<file path="config.mk">
export PLATFORM = sky130hd
export DESIGN_NAME = dkc_top
export DESIGN_NICKNAME = d
export VERILOG_FILES = /design/src/rtl/dkc_pkg.sv /design/src/rtl/dkc_offset_cal.sv /design/src/rtl/dkc_pair_serializer.sv /design/src/rtl/dkc_top.sv
export SDC_FILE = /design/constraint.sdc
export NUM_CORES = 1
export LEC_CHECK = 0
export BUFFER_PORTS_ARGS = -buffer_cell sky130_fd_sc_hd__buf_2
export CAP_MARGIN = 20
export CELL_PAD_IN_SITES_DETAIL_PLACEMENT = 1
export CELL_PAD_IN_SITES_GLOBAL_PLACEMENT = 1
export CORE_ASPECT_RATIO = 1.2
export CORE_MARGIN = 10
export CORE_UTILIZATION = 46
export CTS_BUF_LIST = sky130_fd_sc_hd__clkbuf_8 sky130_fd_sc_hd__clkbuf_16
export DETAILED_ROUTE_END_ITERATION = 16
export PLACE_DENSITY_LB_ADDON = 0.15
export SETUP_SLACK_MARGIN = 0.02
export SLEW_MARGIN = 20
export SYNTH_ARGS = -nofsm -noshare
export SYNTH_HDL_FRONTEND = slang
export SYNTH_SLANG_ARGS = --single-unit
</file>
<file path="constraint.sdc">
create_clock -name clk -period 3.5 [get_ports clk]
set_input_delay 0.525 -clock clk [delete_from_list [all_inputs] [get_ports clk]]
set_output_delay 0.525 -clock clk [all_outputs]
set_load 0.01 [all_outputs]
</file>
<file path="src/rtl/dkc_pkg.sv">
package dkc_pkg;

    localparam int NUM_CH = 2;

    typedef enum logic {
        CH_A = 1'b0,
        CH_B = 1'b1
    } chan_e;

    // Floor-at-zero difference used for dark removal.
    function automatic logic [15:0] sat_sub16(input logic [15:0] x, input logic [15:0] y);
        return (x > y) ? (x - y) : 16'd0;
    endfunction

endpackage

</file>
<file path="src/rtl/dkc_offset_cal.sv">
module dkc_offset_cal #(
    parameter int SAMPLE_W = 16,
    parameter int AVG_LOG2 = 6
) (
    input  logic                clk,
    input  logic                rst,
    input  logic                restart,
    input  logic                take,
    input  logic [SAMPLE_W-1:0] sample,
    output logic [SAMPLE_W-1:0] level,
    output logic                done
);
    localparam int ACC_W = SAMPLE_W + AVG_LOG2;

    logic [ACC_W-1:0]    acc_q;
    logic [ACC_W-1:0]    acc_sum;
    logic [AVG_LOG2-1:0] cnt_q;
    logic                last_sample;

    always_comb begin
        acc_sum     = acc_q + ACC_W'(sample);
        last_sample = &cnt_q;
    end

    always_ff @(posedge clk) begin
        if (rst || restart) begin
            acc_q <= '0;
            cnt_q <= '0;
            level <= '0;
            done  <= 1'b0;
        end else if (take && !done) begin
            if (last_sample) begin
                level <= SAMPLE_W'(acc_sum >> AVG_LOG2);
                done  <= 1'b1;
                acc_q <= '0;
                cnt_q <= '0;
            end else begin
                acc_q <= acc_sum;
                cnt_q <= cnt_q + 1'b1;
            end
        end
    end

    // stored level frozen once measured
    a_r8_level_frozen: assert property (@(posedge clk) disable iff (rst)
        (done && !restart) |=> ($stable(level) && done));

    // restart drops the done flag
    a_r9_restart_clears: assert property (@(posedge clk) disable iff (rst)
        restart |=> !done);

endmodule

</file>
<file path="src/rtl/dkc_pair_serializer.sv">
module dkc_pair_serializer
    import dkc_pkg::*;
#(
    parameter int SAMPLE_W = 16
) (
    input  logic                clk,
    input  logic                rst,
    input  logic                load,
    input  logic [SAMPLE_W-1:0] pix_a,
    input  logic [SAMPLE_W-1:0] pix_b,
    output logic                can_load,
    output logic                out_valid,
    input  logic                out_ready,
    output logic [SAMPLE_W-1:0] out_data,
    output chan_e               out_chan
);
    logic [SAMPLE_W-1:0] held_b;

    assign can_load = !out_valid || (out_chan == CH_B && out_ready);

    always_ff @(posedge clk) begin
        if (rst) begin
            out_valid <= 1'b0;
            out_data  <= '0;
            out_chan  <= CH_A;
            held_b    <= '0;
        end else if (load) begin
            out_valid <= 1'b1;
            out_data  <= pix_a;
            out_chan  <= CH_A;
            held_b    <= pix_b;
        end else if (out_valid && out_ready) begin
            if (out_chan == CH_A) begin
                out_data <= held_b;
                out_chan <= CH_B;
            end else begin
                out_valid <= 1'b0;
            end
        end
    end

    // output held under backpressure
    a_r4_hold_stable: assert property (@(posedge clk) disable iff (rst)
        (out_valid && !out_ready) |=> (out_valid && $stable(out_data) && $stable(out_chan)));

    // channel B follows channel A
    a_r3_b_after_a: assert property (@(posedge clk) disable iff (rst)
        (out_valid && out_ready && out_chan == CH_A) |=> (out_valid && out_chan == CH_B));

endmodule

</file>
<file path="src/rtl/dkc_top.sv">
module dkc_top
    import dkc_pkg::*;
#(
    parameter int SAMPLE_W = 16,
    parameter int AVG_LOG2 = 6
) (
    input  logic                clk,
    input  logic                rst,
    input  logic                recal,
    input  logic                in_valid,
    output logic                in_ready,
    input  logic [SAMPLE_W-1:0] in_a,
    input  logic [SAMPLE_W-1:0] in_b,
    output logic                out_valid,
    input  logic                out_ready,
    output logic [SAMPLE_W-1:0] out_data,
    output logic                out_chan,
    output logic                cal_done
);
    logic                accept;
    logic [SAMPLE_W-1:0] raw_s   [NUM_CH];
    logic [SAMPLE_W-1:0] level_s [NUM_CH];
    logic [SAMPLE_W-1:0] corr_s  [NUM_CH];
    logic [NUM_CH-1:0]   done_s;
    chan_e               chan_s;

    assign accept   = in_valid && in_ready;
    assign raw_s[0] = in_a;
    assign raw_s[1] = in_b;
    assign cal_done = &done_s;
    assign out_chan = chan_s;

    for (genvar c = 0; c < NUM_CH; c++) begin : g_ch
        dkc_offset_cal #(
            .SAMPLE_W (SAMPLE_W),
            .AVG_LOG2 (AVG_LOG2)
        ) cal_i (
            .clk     (clk),
            .rst     (rst),
            .restart (recal),
            .take    (accept),
            .sample  (raw_s[c]),
            .level   (level_s[c]),
            .done    (done_s[c])
        );

        assign corr_s[c] = cal_done ? sat_sub16(raw_s[c], level_s[c]) : raw_s[c];
    end

    dkc_pair_serializer #(
        .SAMPLE_W (SAMPLE_W)
    ) ser_i (
        .clk       (clk),
        .rst       (rst),
        .load      (accept),
        .pix_a     (corr_s[0]),
        .pix_b     (corr_s[1]),
        .can_load  (in_ready),
        .out_valid (out_valid),
        .out_ready (out_ready),
        .out_data  (out_data),
        .out_chan  (chan_s)
    );

    // a taken pair shows channel A next cycle
    a_r2_take_to_a: assert property (@(posedge clk) disable iff (rst)
        accept |=> (out_valid && out_chan == 1'b0));

    // uncorrected pass-through before calibration
    a_r6_passthru: assert property (@(posedge clk) disable iff (rst)
        (accept && !cal_done) |=> (out_data == $past(in_a)));

    // correction never raises a sample
    a_r7_no_wrap: assert property (@(posedge clk) disable iff (rst)
        (accept && cal_done) |=> (out_data <= $past(in_a)));

endmodule

</file>
**Word-level counts from Yosys, hierarchy flattened**

Cells that the tools add are included.

- Add/subtract/negate cells: 6
- $lt $le $gt $ge: 2
- Equality and inequality tests: 1
- Muxes and demuxes: 14
- Reductions and logical operators: 20

Operators by type and width:

| operator | count |
|---|---|
| 2-to-1 mux 16 bit | 7 |
| adder 22 x 16 -> 22 bit | 2 |
| 2-to-1 mux 22 bit | 2 |
| > comparator 16 bit | 2 |
| subtractor 16 bit | 2 |
| AND reduction 7 bit | 2 |
| adder 6 x 1 -> 6 bit (second input constant) | 2 |
| 2-to-1 mux 6 bit | 2 |
| AND reduction 6 bit | 2 |
| AND reduction 2 bit | 3 |
| logical AND 1 bit | 5 |
| nonzero test 2 bit | 2 |
| logical NOT 1 bit | 3 |
| 2-to-1 mux 1 bit | 3 |
| logical OR 1 bit | 2 |
| != test 2 bit (second input constant) | 1 |
| OR reduction 2 bit | 1 |

- Register bits after elaboration: 124
- Input bits: 37
- Output and inout port bits: 20
- Logic and storage cells: 55

**Longest topological paths before layout**

Gate-level depths: netlist of run 1.

- Word-level depth: 5
- Mapped depth: 12

**Hierarchy**

A second synthesis of run 1 with hierarchy kept.

- Cells, all modules: 1,149
- Area total of the unflattened synthesis: 9,364.0 um2

Modules (own cells, without submodules):

| module | times used | cells an instance | area each (um2) | seq. area each (um2) |
|---|---|---|---|---|
| dkc_offset_cal | 2 | 332 | 2,710.1 | 900.9 |
| dkc_top | 1 | 334 | 2,255.9 | 0.0 |
| dkc_pair_serializer | 1 | 151 | 1,687.9 | 680.7 |

**Least setup slack after synthesis of run 1**

No wires, ideal clock.

- Path kind: input-to-reg
- Start: in in_a[0]
- End: reg ser_i.out_data[3]
- Data arrival time: 2.636 ns
- Setup slack: 0.761 ns
- Stages: 11
- Buffers on the path: 1
- Cell sequence: inv_1 ha_1 fa_1 nor2b_4 o31a_4 o2111ai_2 a211oi_2 o41a_4 buf_6 a31oi_1 a2111oi_2

- Word-level cells in the longest chain between the ends: 4
- Elaborated cells between the ends (all ways): 5
- Those cells by class: 1 x add/sub; 1 x order compare; 3 x mux

Ends and longest elaborated chain:

| what | line | RTL |
|---|---|---|
| start, declared | dkc_top.sv:12 | `input logic [SAMPLE_W-1:0] in_a,` |
| subtractor 16 bit / > comparator 16 bit (equally long branches) | dkc_pkg.sv:12 | `return (x > y) ? (x - y) : 16'd0;` |
| 2-to-1 mux 16 bit (*) | dkc_pkg.sv:12 |  |
| 2-to-1 mux 16 bit (*) | dkc_top.sv:47 | `assign corr_s[c] = cal_done ? sat_sub16(raw_s[c], level_s[c]) : raw_s[c];` |
| 2-to-1 mux 16 bit (*) | dkc_pair_serializer.sv:27 | `end else if (load) begin` |
| end signal, assigned | dkc_pair_serializer.sv:29 | `out_data <= pix_a;` |
| end signal, assigned | dkc_pair_serializer.sv:34 | `out_data <= held_b;` |
| end, declared | dkc_pair_serializer.sv:14 | `output logic [SAMPLE_W-1:0] out_data,` |

Every way passes the cells marked *; elsewhere a longest branch is shown, timed or not.
A chain may end at the register's enable or synchronous reset.

**Worst setup path after layout of run 1**

- Start: reg g_ch[1].cal_i.level[0]
- End: reg ser_i.held_b[7]

- Word-level cells in the longest chain between the ends: 3
- Elaborated cells between the ends (all ways): 4
- Those cells by class: 1 x add/sub; 1 x order compare; 2 x mux

Ends and longest elaborated chain:

| what | line | RTL |
|---|---|---|
| start, declared | dkc_offset_cal.sv:10 | `output logic [SAMPLE_W-1:0] level,` |
| start signal, assigned | dkc_offset_cal.sv:33 | `level <= SAMPLE_W'(acc_sum >> AVG_LOG2);` |
| subtractor 16 bit / > comparator 16 bit (equally long branches) | dkc_pkg.sv:12 |  |
| 2-to-1 mux 16 bit (*) | dkc_pkg.sv:12 |  |
| 2-to-1 mux 16 bit (*) | dkc_top.sv:47 |  |
| end signal, assigned | dkc_pair_serializer.sv:31 | `held_b <= pix_b;` |
| end, declared | dkc_pair_serializer.sv:17 | `logic [SAMPLE_W-1:0] held_b;` |

Marks and branches as above.

==> results of run 1 <==
[routing by layer]
metal | vias up | track usage (%)
met1 | 4024 | 25.2
met3 | 59 | 3.98
met4 | 2 | 10.2
met2 | 160 | 44.7
li1 | 4006 | -
met5 | - | 0
[cells in the mapped netlist, drive strengths merged (9+ instances only)]
master,instances
or3,10
dfxtp,124
buf,11
nor3,33
nor2,123
a21oi,104
o21a,18
inv,57
and3,10
clkbuf,41
a221oi,21
nand2,101
a21o,16
a211oi,25
a31oi,12
xor2,22
nand4,15
o21ai,54
a2111oi,9
xnor2,34
nand3,47
ha,66
[power by group through the flow]
stage / sequential (mW) / combinational [mW] / clock, mW
global placement: 1.52 / 0.691 / 0
floorplan: 1.53 / 0.465 / 0
detailed placement: 1.52 / 0.703 / 0
finish: 1.49 / 0.710 / 1.62
CTS: 1.49 / 0.711 / 1.65
global route: 1.50 / 0.784 / 1.72
[layout make-up]
cell class                 count  area, um2  share of cell area (%)
tap                          224        280                    2.97
inverter                      57        214                    2.26
clock buffer                  20        467                    4.94
sequential                   124       2480                    26.3
clock inverter                11       72.6                   0.768
timing repair buffer          74        415                    4.40
multi-input combinational    849       5520                    58.4
[worst max-delay path, cell delays in order (launching register included)]
cell and delay (ns):
dfxtp_1 0.34, ha_1 0.17, inv_1 0.05, fa_1 0.41
a21oi_1 0.18, o211a_1 0.25, o21ai_1 0.15, nor2b_1 0.16
o31a_1 0.49, a221o_1 0.37, and3_1 0.16
[path summary, 6_finish.rpt]
path         cells after the start  slack [ns]                endpoint                    from
max                             10        0.65         ser_i.held_b[7]  g_ch[1].cal_i.level[0]
min                              3        0.38         ser_i.out_valid                in_valid
max reg2reg                     10        0.65         ser_i.held_b[7]  g_ch[1].cal_i.level[0]
min reg2reg                      2        0.45  g_ch[1].cal_i.level[9]  g_ch[1].cal_i.level[9]
[sequential cells by signal (all words and copies together), names as in the netlist]
name / cells
g_ch.cal_i.acc_q: 44
g_ch.cal_i.level: 32
ser_i.held_b: 16
ser_i.out_data: 16
g_ch.cal_i.cnt_q: 12
g_ch.cal_i.done: 2
ser_i.out_chan: 1
ser_i.out_valid: 1
[cell families after synthesis]
family / Yosys count / synth area share, %
mux: 5 / 0.592
compound gates: 329 / 26.7
xor+xnor: 56 / 5.80
fa+ha+maj: 70 / 10.7
buf+inv: 110 / 5.44
simple gates: 389 / 21.4
flops: 124 / 29.3
==> flow_metrics.env, run 1 <==
export IMPL_clockBufferDepth=2
export IMPL_layout_commonest_cell="dfxtp_1"
export IMPL_timing_final_crit_period_ns=2.85
export IMPL_max_freq_mhz=351
export IMPL_power_density_nw_per_um2=405
export IMPL_path_class="reg -> reg"
export IMPL_htree_levels=4
export IMPL_layout_area_overhead_vs_synth_pct=11.7
export IMPL_rows=54
export IMPL_antenna_found_initial=1
export IMPL_synth_top_area_share_pct=29.3
export IMPL_ys_flop_type="dfxtp_1"
export IMPL_synth_seq_area_share_pct=29.3
export IMPL_die_area_um2=24200
export IMPL_cts_tree="yes"
export IMPL_die_height_um=169
export IMPL_drive_above_1_share_pct=11.0
export IMPL_start_kind="register"
export IMPL_cp_max_fo=16
export IMPL_yosysWarnings=0
export IMPL_wl_met3_um=1040
export IMPL_num_vias=8251
export IMPL_dp_hpwl_um=21900
export IMPL_wl_per_cell_um=20.9
export IMPL_cts_buffers=17
export IMPL_grt_overflow=0
export IMPL_num_fill_cells=2300
export IMPL_p_total_mw=3.83
export IMPL_layout_setup_ws_ns=0.649
export IMPL_dr_pass1_iters=4
export IMPL_place_worst_setup_slack_ns=0.294
export IMPL_fin_crit_sh_pct=81.5
export IMPL_crit_path_end_kind="register"
export IMPL_worst_pin_slew_ns=0.925
export IMPL_finalMaxSlewViolations=0
export IMPL_drv_cap=0
export IMPL_final_cell_mix="124 x dfxtp_1, 123 x nor2_1, 104 x a21oi_1"
export IMPL_cts_root_buf="clkbuf_16"
export IMPL_setup_viol=0
export IMPL_clock_sinks=124
export IMPL_holdCritPathClass="in -> reg"
export IMPL_drcViolationCount=0
export IMPL_hold_worst_slack_ns=0.382
export IMPL_instances_no_fill=1359
export IMPL_slew_headroom_pct=38.3
export IMPL_postCtsResizedCells=0
export IMPL_gp_congestion=0.905
export IMPL_port_buffers=56
export IMPL_track_usage_pct=23.8
export IMPL_clock_skew_ns=0.00952
export IMPL_synth_edf_count=0
export IMPL_status="complete, no violations"
export IMPL_peakVddDrop_uv=307
export IMPL_rsz0062_at_grt="no"
export IMPL_antenna_diode_count=0
export IMPL_async_flop_share_pct=0
export IMPL_clock_power_share_pct=42.4
export IMPL_dpl_cell_area_um2=8910
export IMPL_intPower_mw=2.67
export IMPL_first_global_vias=8675
export IMPL_synth_cell_types=77
export IMPL_die_w_um=144
export IMPL_ant_nets=0
export IMPL_postSynthAreaPerCell_um2=7.81
export IMPL_switching_share_pct=30.1
export IMPL_synthCells=1083
export IMPL_wl_um=28400
export IMPL_grt_max_degree=44
export IMPL_met2WireLength_um=15200
export IMPL_cts_setup_buffers=0
export IMPL_syn_nets=1190
export IMPL_final_cell_area_um2=9450
export IMPL_final_util_pct=52.2
export IMPL_required_ns=3.81
export IMPL_drt_met1_wl_um=11100
export IMPL_power_leakage_nw=3.66
export IMPL_ys_top_cells_by_area="dfxtp_1 29%, ha_1 9.8%, a21oi_1 6.2%, nor2_1 5.5%, nand2_1 4.5%"
export IMPL_start_util_pct=46.7
export IMPL_seqPwrFrac_pct=39.0
export IMPL_grt_pass1_wl_um=46200
export IMPL_drt_iter0_markers=455
export IMPL_power_switching_mw=1.15
export IMPL_nets=1230
export IMPL_hold_buffers=0
export IMPL_finalHoldViolations=0
export IMPL_worstPathArrival_ns=3.16
export IMPL_clk_pin_slew_worst_paths_ns=0.06
export IMPL_core_um2=18100
export IMPL_via_per_inst=6.07
export IMPL_clk_insertion_delay_late_ns=0.42
export IMPL_io_pins=57
export IMPL_pwr_share_comb_pct=18.6
export IMPL_synth_seq_cells=124
export IMPL_placed_cells_incl_taps=1328
export IMPL_top_layer="met5"
export IMPL_synth_top_cell_by_area="dfxtp_1"
export IMPL_setup_tns_final_ns=0
export IMPL_netlist_area_um2=8460
Note: power is estimated with default switching activity, not from simulation.
==> run 2: changes to the inputs <==
--- a/config.mk
+++ b/config.mk
@@ -11,7 +11,7 @@
 export CELL_PAD_IN_SITES_GLOBAL_PLACEMENT = 1
 export CORE_ASPECT_RATIO = 1.2
 export CORE_MARGIN = 10
-export CORE_UTILIZATION = 46
+export CORE_UTILIZATION = 42
 export CTS_BUF_LIST = sky130_fd_sc_hd__clkbuf_8 sky130_fd_sc_hd__clkbuf_16
 export DETAILED_ROUTE_END_ITERATION = 16
 export PLACE_DENSITY_LB_ADDON = 0.15
==> constraint.sdc (replaced) <==
create_clock -name clk -period 2.31 [get_ports clk]
set_input_delay 0.3465 -clock clk [delete_from_list [all_inputs] [get_ports clk]]
set_output_delay 0.3465 -clock clk [all_outputs]
set_load 0.01 [all_outputs]
==> flow_metrics.env, run 2 (same netlist as run 1, synthesis figures left out) <==
export IMPL_busiest_layer="met2"
export IMPL_drt_iter0_markers=464
export IMPL_switching_share_pct=29.8
export IMPL_intPower_mw=4.84
export IMPL_rows=56
export IMPL_nets=1413
export IMPL_whs_path_depth=3
export IMPL_place_worst_setup_slack_ns=-0.473
export IMPL_clock_sinks=124
export IMPL_die_height_um=175
export IMPL_violations="setup timing"
export IMPL_finalHoldViolations=0
export IMPL_num_vias=9583
export IMPL_largest_reg_flops=44
export IMPL_holdPathEnd="ser_i.out_valid"
export IMPL_core_um2=19700
export IMPL_layout_area_overhead_vs_synth_pct=42.0
export IMPL_drcViolationCount=0
export IMPL_path_class="reg -> reg"
export IMPL_worstPathCellList="ha_4 -> fa_2 -> nor2b_4 -> o31a_4 -> o2111ai_4 -> a211oi_4 -> buf_6 -> o41a_4 -> a221oi_4 -> a2111oi_2"
export IMPL_instances_no_fill=1580
export IMPL_htree_levels=4
export IMPL_largestRegisters="g_ch.cal_i.acc_q: 44 flops, g_ch.cal_i.level: 32 flops"
export IMPL_drv_cap=0
export IMPL_cts_tree="yes"
export IMPL_wl_um=37100
export IMPL_setup_viol=31
export IMPL_track_usage_pct=25.6
export IMPL_clock_power_share_pct=44.1
export IMPL_hp_start="in_valid"
export IMPL_worst_pin_slew_ns=0.646
export IMPL_final_util_pct=61.0
export IMPL_clock_skew_ns=0.0166
export IMPL_slowest_stage="o41a_4"
export IMPL_antenna_found_initial=0
export IMPL_dr_pass1_iters=5
export IMPL_timing_rr_start="g_ch[0].cal_i.level[0]"
export IMPL_ff2ff_path_depth=10
export IMPL_placed_cells_incl_taps=1523
export IMPL_ant_nets=0
export IMPL_cp_max_fo=6
export IMPL_peakVddDrop_uv=572
export IMPL_rsz0062_at_grt="yes"
export IMPL_io_pins=57
export IMPL_die_area_um2=26200
export IMPL_finalMaxSlewViolations=0
export IMPL_grt_overflow=0
export IMPL_gp_congestion=0.903
export IMPL_multi_input_area_um2=6440
export IMPL_slew_headroom_pct=56.5
export IMPL_power_switching_mw=2.05
export IMPL_clk_pin_slew_worst_paths_ns=0.07
export IMPL_grt_use_met1_pct=25.8
export IMPL_cts_buffers=17
export IMPL_drive_above_1_share_pct=33.4
export IMPL_layout_commonest_cell="buf_4"
export IMPL_hold_buffers=0
export IMPL_worstPathArrival_ns=2.89
export IMPL_largest_register="g_ch.cal_i.acc_q"
export IMPL_crit_path_end_kind="register"
export IMPL_layout_setup_ws_ns=-0.281
export IMPL_wl_per_cell_um=23.5
export IMPL_status="complete, but fails checks"
export IMPL_holdCritPathClass="in -> reg"
export IMPL_start_kind="register"
export IMPL_seq_area_um2=2490
export IMPL_dp_hpwl_um=24500
export IMPL_timing_final_crit_period_ns=2.59
export IMPL_worstReg2RegEnd="ser_i.out_data[2]"
export IMPL_clk_insertion_delay_late_ns=0.44
export IMPL_grt_max_degree=33
export IMPL_use_met2_pct=47.3
export IMPL_final_cell_mix="188 x buf_4, 121 x nor2_1, 115 x dfxtp_1"
export IMPL_clockBufferDepth=2
export IMPL_start_util_pct=43.0
export IMPL_required_ns=2.61
export IMPL_cpPeakStageDelay_ns=0.55
export IMPL_globalRouteMet3Util_pct=4.24
export IMPL_seqPwrFrac_pct=33.0
export IMPL_via_per_inst=6.07
export IMPL_power_density_nw_per_um2=574
export IMPL_cts_root_buf="clkbuf_16"
export IMPL_setup_tns_final_ns=-5.26
export IMPL_antenna_diode_count=0
export IMPL_num_fill_cells=2336
export IMPL_grt_pass1_wl_um=53300
export IMPL_max_freq_mhz=386
export IMPL_rrSetupSlack_ns=-0.28
export IMPL_first_global_vias=10100
export IMPL_fin_crit_sh_pct=112
export IMPL_die_w_um=150
export IMPL_port_buffers=56
export IMPL_pwr_share_comb_pct=22.9
export IMPL_power_leakage_nw=4.82
[run 2: repair_timing]
action                     in CTS  in global routing
cloned                          1                  0
setup buffers                   9                 17
pin swaps                      44                 60
gates resized for setup        51                106
setup endpoints to repair      63                 78
[run 2: critical path: cells and delay by family (launching register included)]
| family | cells | cell delay [ns] |
|---|---|---|
| adder cells (fa/ha/maj) | 2 | 0.36 |
| AND/OR/NAND/NOR | 1 | 0.05 |
| AO/OA/AOI/OAI | 6 | 1.53 |
| buffers and inverters | 1 | 0.15 |
| flip-flops | 1 | 0.36 |
[run 2: worst max path at each step]
stage,cells past startpoint,startpoint,slack (ns),end
after detailed placement,11,in_a[0],-0.47,g_ch[0].cal_i.acc_q[18]
after global placement,11,in_a[0],-0.36,g_ch[0].cal_i.acc_q[18]
after floorplan,11,in_a[0],-0.11,ser_i.out_data[1]
final,10,g_ch[0].cal_i.level[0],-0.28,ser_i.out_data[2]
after global routing,12,g_ch[0].cal_i.acc_q[0],-0.39,g_ch[0].cal_i.level[12]
after CTS,11,g_ch[0].cal_i.level[0],-0.19,ser_i.out_data[15]
[run 2: layer usage]
layer,vias to the layer above,routed length (um)
met3,156,1460
met5,-,0
met4,0,2650
li1,4382,-
met2,305,19500
met1,4740,13500
[run 2: stage by stage]
stage	cell area [um2]	power [mW]	hold slack [ns]
floorplan	8640	3.04	0.429
global placement	10400	3.59	0.439
detailed placement	10400	3.63	0.446
CTS	11300	6.70	0.185
global route	12000	7.11	0.256
finish	12000	6.89	0.251
[run 2: cell type report]
type                    count  share of cell area, %
clock inverters            13                   1.64
multi-input cells         850                   53.6
inverters                  57                   1.99
well taps                 261                   2.72
flip-flops and latches    124                   20.8
repair buffers            256                   15.5
clock buffers              19                   3.77
[run 2: power groups by stage]
stage / registers [mW] / logic (mW) / clock network (mW)
floorplan: 2.31 / 0.727 / 0
global placement: 2.30 / 1.28 / 0
detailed placement: 2.31 / 1.32 / 0
CTS: 2.26 / 1.39 / 3.05
global route: 2.28 / 1.68 / 3.15
finish: 2.27 / 1.58 / 3.04
==> run 3: changes to the inputs <==
--- a/config.mk
+++ b/config.mk
@@ -11,12 +11,14 @@
 export CELL_PAD_IN_SITES_GLOBAL_PLACEMENT = 1
 export CORE_ASPECT_RATIO = 1.2
 export CORE_MARGIN = 10
-export CORE_UTILIZATION = 42
+export CORE_UTILIZATION = 43
 export CTS_BUF_LIST = sky130_fd_sc_hd__clkbuf_8 sky130_fd_sc_hd__clkbuf_16
 export DETAILED_ROUTE_END_ITERATION = 16
 export PLACE_DENSITY_LB_ADDON = 0.15
+export RECOVER_POWER = 25
 export SETUP_SLACK_MARGIN = 0.02
 export SLEW_MARGIN = 20
 export SYNTH_ARGS = -nofsm -noshare
 export SYNTH_HDL_FRONTEND = slang
+export SYNTH_HIERARCHICAL = 1
 export SYNTH_SLANG_ARGS = --single-unit
==> flow_metrics.env, run 3 <==
export IMPL_cts_tree="yes"
export IMPL_via_per_inst=6.01
export IMPL_grt_overflow=0
export IMPL_timing_final_crit_period_ns=2.63
export IMPL_start_util_pct=43.4
export IMPL_worstPathBufferInverterCount=2
export IMPL_peakVddDrop_uv=512
export IMPL_syn_nets=1256
export IMPL_antenna_found_initial=0
export IMPL_clock_power_share_pct=43.9
export IMPL_nets=1508
export IMPL_cts_root_buf="clkbuf_16"
export IMPL_holdCritPathClass="in -> reg"
export IMPL_slew_headroom_pct=63.2
export IMPL_worst_pin_slew_ns=0.551
export IMPL_violations="setup timing"
export IMPL_worstPathArrival_ns=2.92
export IMPL_finalMaxSlewViolations=0
export IMPL_core_um2=21600
export IMPL_drive_above_1_share_pct=36.1
export IMPL_worstPathCellList="ha_4 -> fa_2 -> nor2b_2 -> o2111a_2 -> o311ai_4 -> a21oi_2 -> buf_4 -> o21ai_4 -> buf_4 -> o21ai_1 -> mux2_4 -> a21oi_2 -> a211oi_2"
export IMPL_power_density_nw_per_um2=547
export IMPL_synth_top_cell_by_area="dfxtp_1"
export IMPL_num_vias=10100
export IMPL_slowest_stage="dfxtp_2"
export IMPL_largest_reg_flops=44
export IMPL_seqPwrFrac_pct=32.1
export IMPL_synth_edf_count=0
export IMPL_rsz0062_at_grt="yes"
export IMPL_power_switching_mw=2.14
export IMPL_path_class="reg -> reg"
export IMPL_cts_buffers=17
export IMPL_clk_pin_slew_worst_paths_ns=0.06
export IMPL_place_worst_setup_slack_ns=-0.587
export IMPL_layout_commonest_cell="buf_4"
export IMPL_clock_skew_ns=0.0105
export IMPL_synth_commonest_cells="124 x dfxtp_1, 98 x nand2_1, 98 x nor2_1"
export IMPL_largestRegisters="g_ch.cal_i/acc_q: 44 flops, g_ch.cal_i/level: 32 flops"
export IMPL_dr_pass1_iters=5
export IMPL_final_cell_mix="228 x buf_4, 109 x dfxtp_1, 96 x nand2_1"
export IMPL_synthCells=1149
export IMPL_drcViolationCount=0
export IMPL_cpPeakStageDelay_ns=0.35
export IMPL_synth_seq_area_share_pct=26.5
export IMPL_crit_path_end_kind="register"
export IMPL_layout_area_overhead_vs_synth_pct=38.0
export IMPL_hold_buffers=0
export IMPL_first_global_vias=10900
export IMPL_gp_congestion=0.921
export IMPL_async_flop_share_pct=0
export IMPL_drv_cap=0
export IMPL_postSynthAreaPerCell_um2=8.15
export IMPL_layout_setup_ws_ns=-0.322
export IMPL_clk_insertion_delay_late_ns=0.43
export IMPL_multi_input_area_um2=7090
export IMPL_path_delay_family="compound AO/OA/AOI/OAI gates"
export IMPL_finalHoldViolations=0
export IMPL_netlist_area_um2=9360
export IMPL_intPower_mw=4.93
export IMPL_cp_max_fo=4
export IMPL_rows=59
export IMPL_status="complete, but fails checks"
export IMPL_clockBufferDepth=2
export IMPL_seq_area_um2=2500
export IMPL_fin_crit_sh_pct=114
export IMPL_synth_most_common_cell="dfxtp_1"
export IMPL_start_kind="register"
export IMPL_synth_cell_types=82
export IMPL_switching_share_pct=30.3
export IMPL_port_buffers=56
export IMPL_io_pins=57
export IMPL_pwr_share_comb_pct=24.0
export IMPL_ant_nets=0
export IMPL_ys_top_cells_by_area="dfxtp_1 27%, ha_1 8.8%, a21oi_1 4.3%, nand2_1 3.9%, nor2_1 3.9%"
export IMPL_track_usage_pct=25.3
export IMPL_num_fill_cells=2568
export IMPL_drt_iter0_markers=499
export IMPL_setup_viol=19
export IMPL_dp_hpwl_um=25900
export IMPL_htree_levels=4
export IMPL_synth_top_area_share_pct=26.5
export IMPL_grt_pass1_wl_um=57800
export IMPL_die_height_um=182
export IMPL_setup_tns_final_ns=-3.84
export IMPL_yosysWarnings=6
export IMPL_wl_um=37400
export IMPL_synth_seq_cells=124
export IMPL_largest_register="g_ch.cal_i/acc_q"
export IMPL_max_freq_mhz=380
export IMPL_ys_flop_type="dfxtp_1"
export IMPL_die_w_um=155
export IMPL_required_ns=2.60
export IMPL_power_leakage_nw=5.25
export IMPL_die_area_um2=28100
export IMPL_grt_max_degree=51
export IMPL_wl_per_cell_um=22.2
export IMPL_clock_sinks=124
-- run 3: cell families after synthesis --
group                    count (synthesis)  share of synthesized area (%)
AND/OR/NAND/NOR                        385                           20.3
AO/OA/AOI/OAI                          365                           28.3
flip-flops                             124                           26.5
buffers and inverters                  123                           6.29
adder cells (fa/ha/maj)                 70                           9.67
XOR/XNOR                                46                           4.30
multiplexers                            36                           4.62
-- run 3: stage by stage --
step | instances | utilization [%] | cell area (um2) | total power [mW] | hold WS (ns)
2_1_floorplan | 1149 | - | 9440 | 3.21 | 0.429
3_3_place_gp | 1638 | 52.8 | 11400 | 3.78 | 0.445
3_5_place_dp | 1638 | 52.8 | 11400 | 3.81 | 0.450
4_1_cts | 1680 | 58.2 | 12600 | 7.00 | 0.273
5_1_grt | 1688 | 59.9 | 12900 | 7.34 | 0.302
6_report | 1689 | 59.9 | 12900 | 7.06 | 0.290
-- run 3: power groups by stage --
stage / Clock [mW] / Sequential [mW] / Combinational, mW
2_1_floorplan: 0 / 2.31 / 0.905
3_3_place_gp: 0 / 2.31 / 1.47
3_5_place_dp: 0 / 2.31 / 1.50
4_1_cts: 3.13 / 2.27 / 1.60
5_1_grt: 3.24 / 2.28 / 1.82
6_report: 3.10 / 2.27 / 1.69
-- run 3: final cells by class --
class | count | area share (%)
Sequential cell | 124 | 19.4
Clock inverter | 15 | 1.81
Antenna cell | 1 | 0.0194
Tap cell | 274 | 2.65
Clock buffer | 17 | 3.29
Inverter | 63 | 1.93
Timing Repair Buffer | 292 | 16.1
Multi-Input combinational cell | 903 | 54.9
-- run 3: what timing repair did --
action	4_1_cts	5_1_grt
endpoints found under the setup margin	52	61
pin swaps	46	44
buffers inserted	9	8
gates resized for setup	88	66
gates cloned	1	0
-- run 3: path summary, 6_finish.rpt --
check / from / endpoint / slack (ns) / depth (start not counted)
max: g_ch[0].cal_i/level[0] / ser_i/out_data[3] / -0.32 / 13
max reg2reg: g_ch[0].cal_i/level[0] / ser_i/out_data[3] / -0.32 / 13
min reg2reg: g_ch[1].cal_i/level[5] / g_ch[1].cal_i/level[5] / 0.46 / 2
min: out_ready / ser_i/out_valid / 0.29 / 4
-- run 3: worst register-to-register path: cells and delay by family, from the launching register on --
family | cells | cell delay [ns]
buf+inv | 2 | 0.32
flops | 1 | 0.35
compound gates | 7 | 1.13
mux | 1 | 0.29
simple gates | 1 | 0.05
fa+ha+maj | 2 | 0.37
-- run 3: metal layers --
layer	vias up	track usage, %	share of wire (%)
met5	-	0	0
met1	5084	25.4	38
met2	225	47.3	54
li1	4729	-	-
met4	0	16.2	6.1
met3	109	3.74	2.3
